--- src/rtl/sbox_pkg.sv ---
package sbox_pkg;

    typedef enum logic {
        DIR_FWD = 1'b0,
        DIR_INV = 1'b1
    } dir_e;

    typedef struct packed {
        logic       vld;
        dir_e       dir;
        logic [7:0] val;
    } beat_t;

    typedef logic [7:0][7:0] bitmat_t;   // row r = output bit r

    localparam logic [7:0] FWD_AFF_C    = 8'h63;
    localparam logic [7:0] INV_AFF_C    = 8'h05;
    localparam logic [3:0] TOWER_LAMBDA = 4'b1100;   // x^2+x+lambda over GF(16)

    function automatic logic [7:0] rotl8(logic [7:0] b, int n);
        return (b << n) | (b >> (8 - n));
    endfunction

    function automatic logic [7:0] fwd_affine(logic [7:0] b);
        return b ^ rotl8(b, 1) ^ rotl8(b, 2) ^ rotl8(b, 3) ^ rotl8(b, 4) ^ FWD_AFF_C;
    endfunction

    function automatic logic [7:0] inv_affine(logic [7:0] b);
        return rotl8(b, 1) ^ rotl8(b, 3) ^ rotl8(b, 6) ^ INV_AFF_C;
    endfunction

    // GF(4): t^2 = t + 1
    function automatic logic [1:0] gf4_mul(logic [1:0] a, logic [1:0] b);
        return {(a[1] & b[1]) ^ (a[1] & b[0]) ^ (a[0] & b[1]),
                (a[1] & b[1]) ^ (a[0] & b[0])};
    endfunction

    function automatic logic [1:0] gf4_sq(logic [1:0] a);
        return {a[1], a[1] ^ a[0]};
    endfunction

    function automatic logic [1:0] gf4_mul_t(logic [1:0] a);
        return {a[1] ^ a[0], a[1]};
    endfunction

    // GF(16): u^2 = u + t
    function automatic logic [3:0] gf16_mul(logic [3:0] a, logic [3:0] b);
        logic [1:0] hh;
        hh = gf4_mul(a[3:2], b[3:2]);
        return {hh ^ gf4_mul(a[3:2], b[1:0]) ^ gf4_mul(a[1:0], b[3:2]),
                gf4_mul_t(hh) ^ gf4_mul(a[1:0], b[1:0])};
    endfunction

    function automatic logic [3:0] gf16_sq(logic [3:0] a);
        return gf16_mul(a, a);
    endfunction

    function automatic logic [3:0] gf16_inv(logic [3:0] a);
        logic [1:0] d, di;
        d  = gf4_mul_t(gf4_sq(a[3:2])) ^ gf4_mul(a[3:2], a[1:0]) ^ gf4_sq(a[1:0]);
        di = gf4_sq(d);                       // a^-1 = a^2 in GF(4)
        return {gf4_mul(a[3:2], di), gf4_mul(a[3:2] ^ a[1:0], di)};
    endfunction

    // GF(256): v^2 = v + lambda
    function automatic logic [7:0] gf256_mul(logic [7:0] a, logic [7:0] b);
        logic [3:0] hh;
        hh = gf16_mul(a[7:4], b[7:4]);
        return {hh ^ gf16_mul(a[7:4], b[3:0]) ^ gf16_mul(a[3:0], b[7:4]),
                gf16_mul(hh, TOWER_LAMBDA) ^ gf16_mul(a[3:0], b[3:0])};
    endfunction

    function automatic logic [7:0] mat_apply(bitmat_t m, logic [7:0] x);
        logic [7:0] y;
        for (int r = 0; r < 8; r++) y[r] = ^(m[r] & x);
        return y;
    endfunction

    // root of the AES field polynomial inside the tower field
    function automatic logic [7:0] find_root();
        logic [7:0] cv, p2, p4, ev, root;
        logic       found;
        root  = 8'h00;
        found = 1'b0;
        for (int c = 2; c < 256; c++) begin
            cv = 8'(c);
            p2 = gf256_mul(cv, cv);
            p4 = gf256_mul(p2, p2);
            ev = gf256_mul(p4, p4) ^ p4 ^ gf256_mul(p2, cv) ^ cv ^ 8'h01;
            if (!found && ev == 8'h00) begin
                root  = cv;
                found = 1'b1;
            end
        end
        return root;
    endfunction

    function automatic bitmat_t build_to_tower();
        bitmat_t    m;
        logic [7:0] pw, beta;
        beta = find_root();
        pw   = 8'h01;
        m    = '0;
        for (int c = 0; c < 8; c++) begin
            for (int r = 0; r < 8; r++) m[r][c] = pw[r];
            pw = gf256_mul(pw, beta);
        end
        return m;
    endfunction

    function automatic bitmat_t mat_invert(bitmat_t m);
        bitmat_t    a, b;
        logic [7:0] tmp;
        int         p;
        logic       found;
        a = m;
        for (int r = 0; r < 8; r++) b[r] = 8'h01 << r;
        for (int c = 0; c < 8; c++) begin
            p     = c;
            found = 1'b0;
            for (int r = c; r < 8; r++) begin
                if (!found && a[r][c]) begin
                    p     = r;
                    found = 1'b1;
                end
            end
            tmp = a[c]; a[c] = a[p]; a[p] = tmp;
            tmp = b[c]; b[c] = b[p]; b[p] = tmp;
            for (int r = 0; r < 8; r++) begin
                if (r != c && a[r][c]) begin
                    a[r] = a[r] ^ a[c];
                    b[r] = b[r] ^ b[c];
                end
            end
        end
        return b;
    endfunction

    localparam bitmat_t TO_TOWER   = build_to_tower();
    localparam bitmat_t FROM_TOWER = mat_invert(TO_TOWER);

endpackage

--- src/rtl/sbox_front.sv ---
module sbox_front
    import sbox_pkg::*;
(
    input  beat_t din,
    output beat_t dout
);
    logic [7:0] pre;

    always_comb begin
        pre      = (din.dir == DIR_INV) ? inv_affine(din.val) : din.val;
        dout     = din;
        dout.val = mat_apply(TO_TOWER, pre);
    end
endmodule

--- src/rtl/sbox_gf_inv.sv ---
module sbox_gf_inv
    import sbox_pkg::*;
(
    input  beat_t din,
    output beat_t dout
);
    logic [3:0] hi, lo, delta, delta_inv;

    always_comb begin
        hi        = din.val[7:4];
        lo        = din.val[3:0];
        delta     = gf16_mul(gf16_sq(hi), TOWER_LAMBDA) ^ gf16_mul(hi, lo) ^ gf16_sq(lo);
        delta_inv = gf16_inv(delta);          // zero stays zero
        dout      = din;
        dout.val  = {gf16_mul(hi, delta_inv), gf16_mul(hi ^ lo, delta_inv)};
    end
endmodule

--- src/rtl/sbox_back.sv ---
module sbox_back
    import sbox_pkg::*;
(
    input  beat_t din,
    output beat_t dout
);
    logic [7:0] field;

    always_comb begin
        field    = mat_apply(FROM_TOWER, din.val);
        dout     = din;
        dout.val = (din.dir == DIR_FWD) ? fwd_affine(field) : field;
    end
endmodule

--- src/rtl/combined_sbox.sv ---
module combined_sbox
    import sbox_pkg::*;
#(
    parameter logic [2:0] STAGE_REGS = 3'b000   // bit k: register after stage k
) (
    input  logic       clk,
    input  logic       rst,
    input  logic       in_valid,
    input  logic       in_inv,
    input  logic [7:0] in_byte,
    output logic       out_valid,
    output logic [7:0] out_byte
);
    beat_t b_in;
    beat_t c_front, r_front;
    beat_t c_inv,   r_inv;
    beat_t c_back,  r_back;

    always_comb begin
        b_in.vld = in_valid;
        b_in.dir = dir_e'(in_inv);
        b_in.val = in_byte;
    end

    sbox_front  u_front (.din(b_in),    .dout(c_front));
    sbox_gf_inv u_inv   (.din(r_front), .dout(c_inv));
    sbox_back   u_back  (.din(r_inv),   .dout(c_back));

    if (STAGE_REGS[0]) begin : g_reg_front
        always_ff @(posedge clk) begin
            if (rst) r_front.vld <= 1'b0;
            else     r_front     <= c_front;
        end
    end else begin : g_pass_front
        assign r_front = c_front;
    end

    if (STAGE_REGS[1]) begin : g_reg_inv
        always_ff @(posedge clk) begin
            if (rst) r_inv.vld <= 1'b0;
            else     r_inv     <= c_inv;
        end
    end else begin : g_pass_inv
        assign r_inv = c_inv;
    end

    if (STAGE_REGS[2]) begin : g_reg_back
        always_ff @(posedge clk) begin
            if (rst) r_back.vld <= 1'b0;
            else     r_back     <= c_back;
        end
    end else begin : g_pass_back
        assign r_back = c_back;
    end

    assign out_valid = r_back.vld;
    assign out_byte  = r_back.val;
endmodule

--- config.mk ---
export PLATFORM = sky130hd
export DESIGN_NAME = combined_sbox
export DESIGN_NICKNAME = d
export VERILOG_FILES = /design/src/rtl/sbox_pkg.sv /design/src/rtl/sbox_front.sv /design/src/rtl/sbox_gf_inv.sv /design/src/rtl/sbox_back.sv /design/src/rtl/combined_sbox.sv
export SDC_FILE = /design/constraint.sdc
export NUM_CORES = 1
export LEC_CHECK = 0
export BUFFER_PORTS_ARGS = -buffer_cell sky130_fd_sc_hd__buf_2
export CORE_MARGIN = 2
export CORE_UTILIZATION = 48
export DETAILED_ROUTE_END_ITERATION = 8
export PLACE_DENSITY = 0.73
export RECOVER_POWER = 50
export SYNTH_ARGS = -nofsm -noshare
export SYNTH_HDL_FRONTEND = slang
export SYNTH_SLANG_ARGS = --single-unit
--- constraint.sdc ---
create_clock -name vclk -period 11.8
set_input_delay 2.36 -clock vclk [all_inputs]
set_output_delay 2.36 -clock vclk [all_outputs]
set_load 0.005 [all_outputs]
==> impl_results.md <==
- Startpoint Class: primary input
- Largest net degree at the start of global routing: 31
- Worst path slowest cell: xor3_1
- Initial antenna violation count: 0
- CP top delay family: XOR/XNOR gates
- Die Width: 75.6 microns
- Hold Crit Class: primary input to output port
- RSZ-0062 raised after global routing: false
- Max incr delay on CP: 0.46 ns
- I/O pin cnt: 21
- F_max: between 0.08 and 0.09 GHz
- Slew HR: between 50% and 60%
- WL/cell: 14.2 microns
- Gate Count Post-Synth: 290
- Nets: between 300 and 400
- Initial Utilization: 48.8%
- Status: completed
- Sequential cell count: 0
- Top cell by count, worst path: xnor2_1
- Top cells by area, synth: xnor2_1 16%, mux2i_1 7.3%, xor2_1 7.1%
- Post-route ant nets: 0
- PortBufs: 17
- Slew @ Worst Pin: 0.740 ns
- Via count: around 2.1k
- Gpl congestion: 0.862
- Vias in the first global route: between 1.5k and 2k
- Netlist cell types: 59
- Arrival time at the worst endpoint: 8.85 ns
- Setup TNS: 0 ns
- Period minus WS final: 11.21 ns
- First-pass GRT wire length: 8390 microns
- Full die area: 0.00572 sq mm
- Slew Limit Fails: 0
- Total GRT Usage: 18.0%
- Worst setup EP type: output port
- Ratio of cells with drive above 1 in the final layout: 21.0%
- Synthesized area per cell: around 8.5 sq um
- Count of clock buffers in the final design: 0
- Drt total wl: 5170 microns
- Row cnt: 26
- Final hold vios: 0
- Final HPWL DP: 4060 microns
- FF/Latch Area: 0 sq um
- DRC: 0
- Mapped cell area: 0.00246 sq mm
- Area delta synth->final: 5.19%
- Syn Nets: 307
- Crit path kind: primary input to output port
- Ys Warns: 0
- Vias per inst: between 5 and 6
- Top-area cell type share of the netlist area: approximately 16%
- Pre-antenna DRT Iters: 5
- Die Span Y: 75.6 microns
- Worst path required time: 9.44 ns
- Initial DRC count: 120
- ANT cells: 0
- Tcrit/Tclk final: 95.0%
- Maxcap violations: 0
- Endpoints failing setup: 0
- Worst path bufs/invs: 5
- Placeable core area: 0.00504 sq mm
- CP max FO: 10
- Sequential share of the synthesized area: 0%
- Top cell type by total area after synthesis: xnor2_1
- Global route total overflow: 0
area by class of cell:
class	count	area (sq um)
tap	70	87.6
timing repair buffer	22	125
multi-input combinational	264	2340
fill	488	2450
inverter	9	33.8
logic make-up (layout without fill, tap and decap cells):
family	after synthesis	in the layout	synth area share [%]
buffers and inverters	26	31	5.13
xor gates and xnor gates	90	90	45.7
AOI/OAI and AO/OA	58	58	18.9
adders and majority gates	5	5	2.54
muxes	24	24	10.5
and+or+nand+nor	87	87	17.2
path summary, 6_finish.rpt:
path                    from     endpoint  slack [ns]  cells past startpoint
setup / recovery  in_byte[7]  out_byte[2]        0.59                     27
hold / removal      in_valid    out_valid        4.72                      0
placed cells by master (no fill, tap or decap), types with 6 or more instances in the layout:
| master | Yosys | layout |
|---|---|---|
| nand2_1 | 24 | 24 |
| xor3_1 | 7 | 7 |
| mux2i_1 | 18 | 18 |
| nand3_1 | 12 | 12 |
| o21ai_0 | 8 | 8 |
| nor3_1 | 7 | 7 |
| buf_2 | 5 | 16 |
| a21oi_1 | 14 | 14 |
| xor2_1 | 20 | 19 |
| xnor2_1 | 45 | 45 |
| nor2_1 | 21 | 21 |
| inv_1 | 6 | 6 |
stage by stage:
stage	instance area (sq um)	instances	hold WS [ns]	worst slack [ns]	util (%)
after floorplan	2460	290	4.80	1.10	-
after global placement	2580	365	4.72	0.562	51.1
after detailed placement	2580	365	4.72	0.478	51.1
after CTS	2580	365	4.72	0.440	51.1
after global routing	2590	365	4.72	0.0934	51.3
final	2590	365	4.72	0.587	51.3
routing by layer:
| layer | track usage, % | vias up | share of wire, % |
|---|---|---|---|
| met4 | 0.585 | 0 | 0 |
| met3 | 0 | 0 | 3.4 |
| met2 | 31.6 | 48 | 48 |
| met5 | 0 | - | 0 |
| li1 | - | 1038 | - |
| met1 | 26.2 | 982 | 49 |
repair_timing:
action	4_1_cts	5_1_grt
endpoints found under the setup margin	0	2
setup buffers	0	0
endpoints found under the hold margin	0	0
hold buffers	0	0
gates resized for setup	0	2
cells in the mapped netlist, types with 2 or more instances:
library cell,instances
nand3b_1,2
a21o_1,2
ha_1,5
nor2_1,21
o211ai_1,2
nor2b_1,4
xnor2_4,2
xnor3_2,3
clkbuf_1,6
inv_2,3
mux2_2,5
nor3_1,7
xor2_2,3
nand3_1,12
a21oi_2,3
mux2i_1,18
and2_1,5
xnor3_1,5
a21oi_1,14
buf_2,5
a221oi_2,2
xnor2_1,45
inv_1,6
xor3_1,7
a32oi_1,3
buf_1,3
xnor2_2,3
or2_1,2
o22ai_1,3
o21ai_1,2
o21ai_0,8
nand2_1,24
a211oi_1,3
o221ai_2,4
xor2_1,20
nor2_2,2
a22oi_1,4
Power is not shown: default switching activity piles up to over one toggle a cycle in this logic, so the estimate is an artifact.
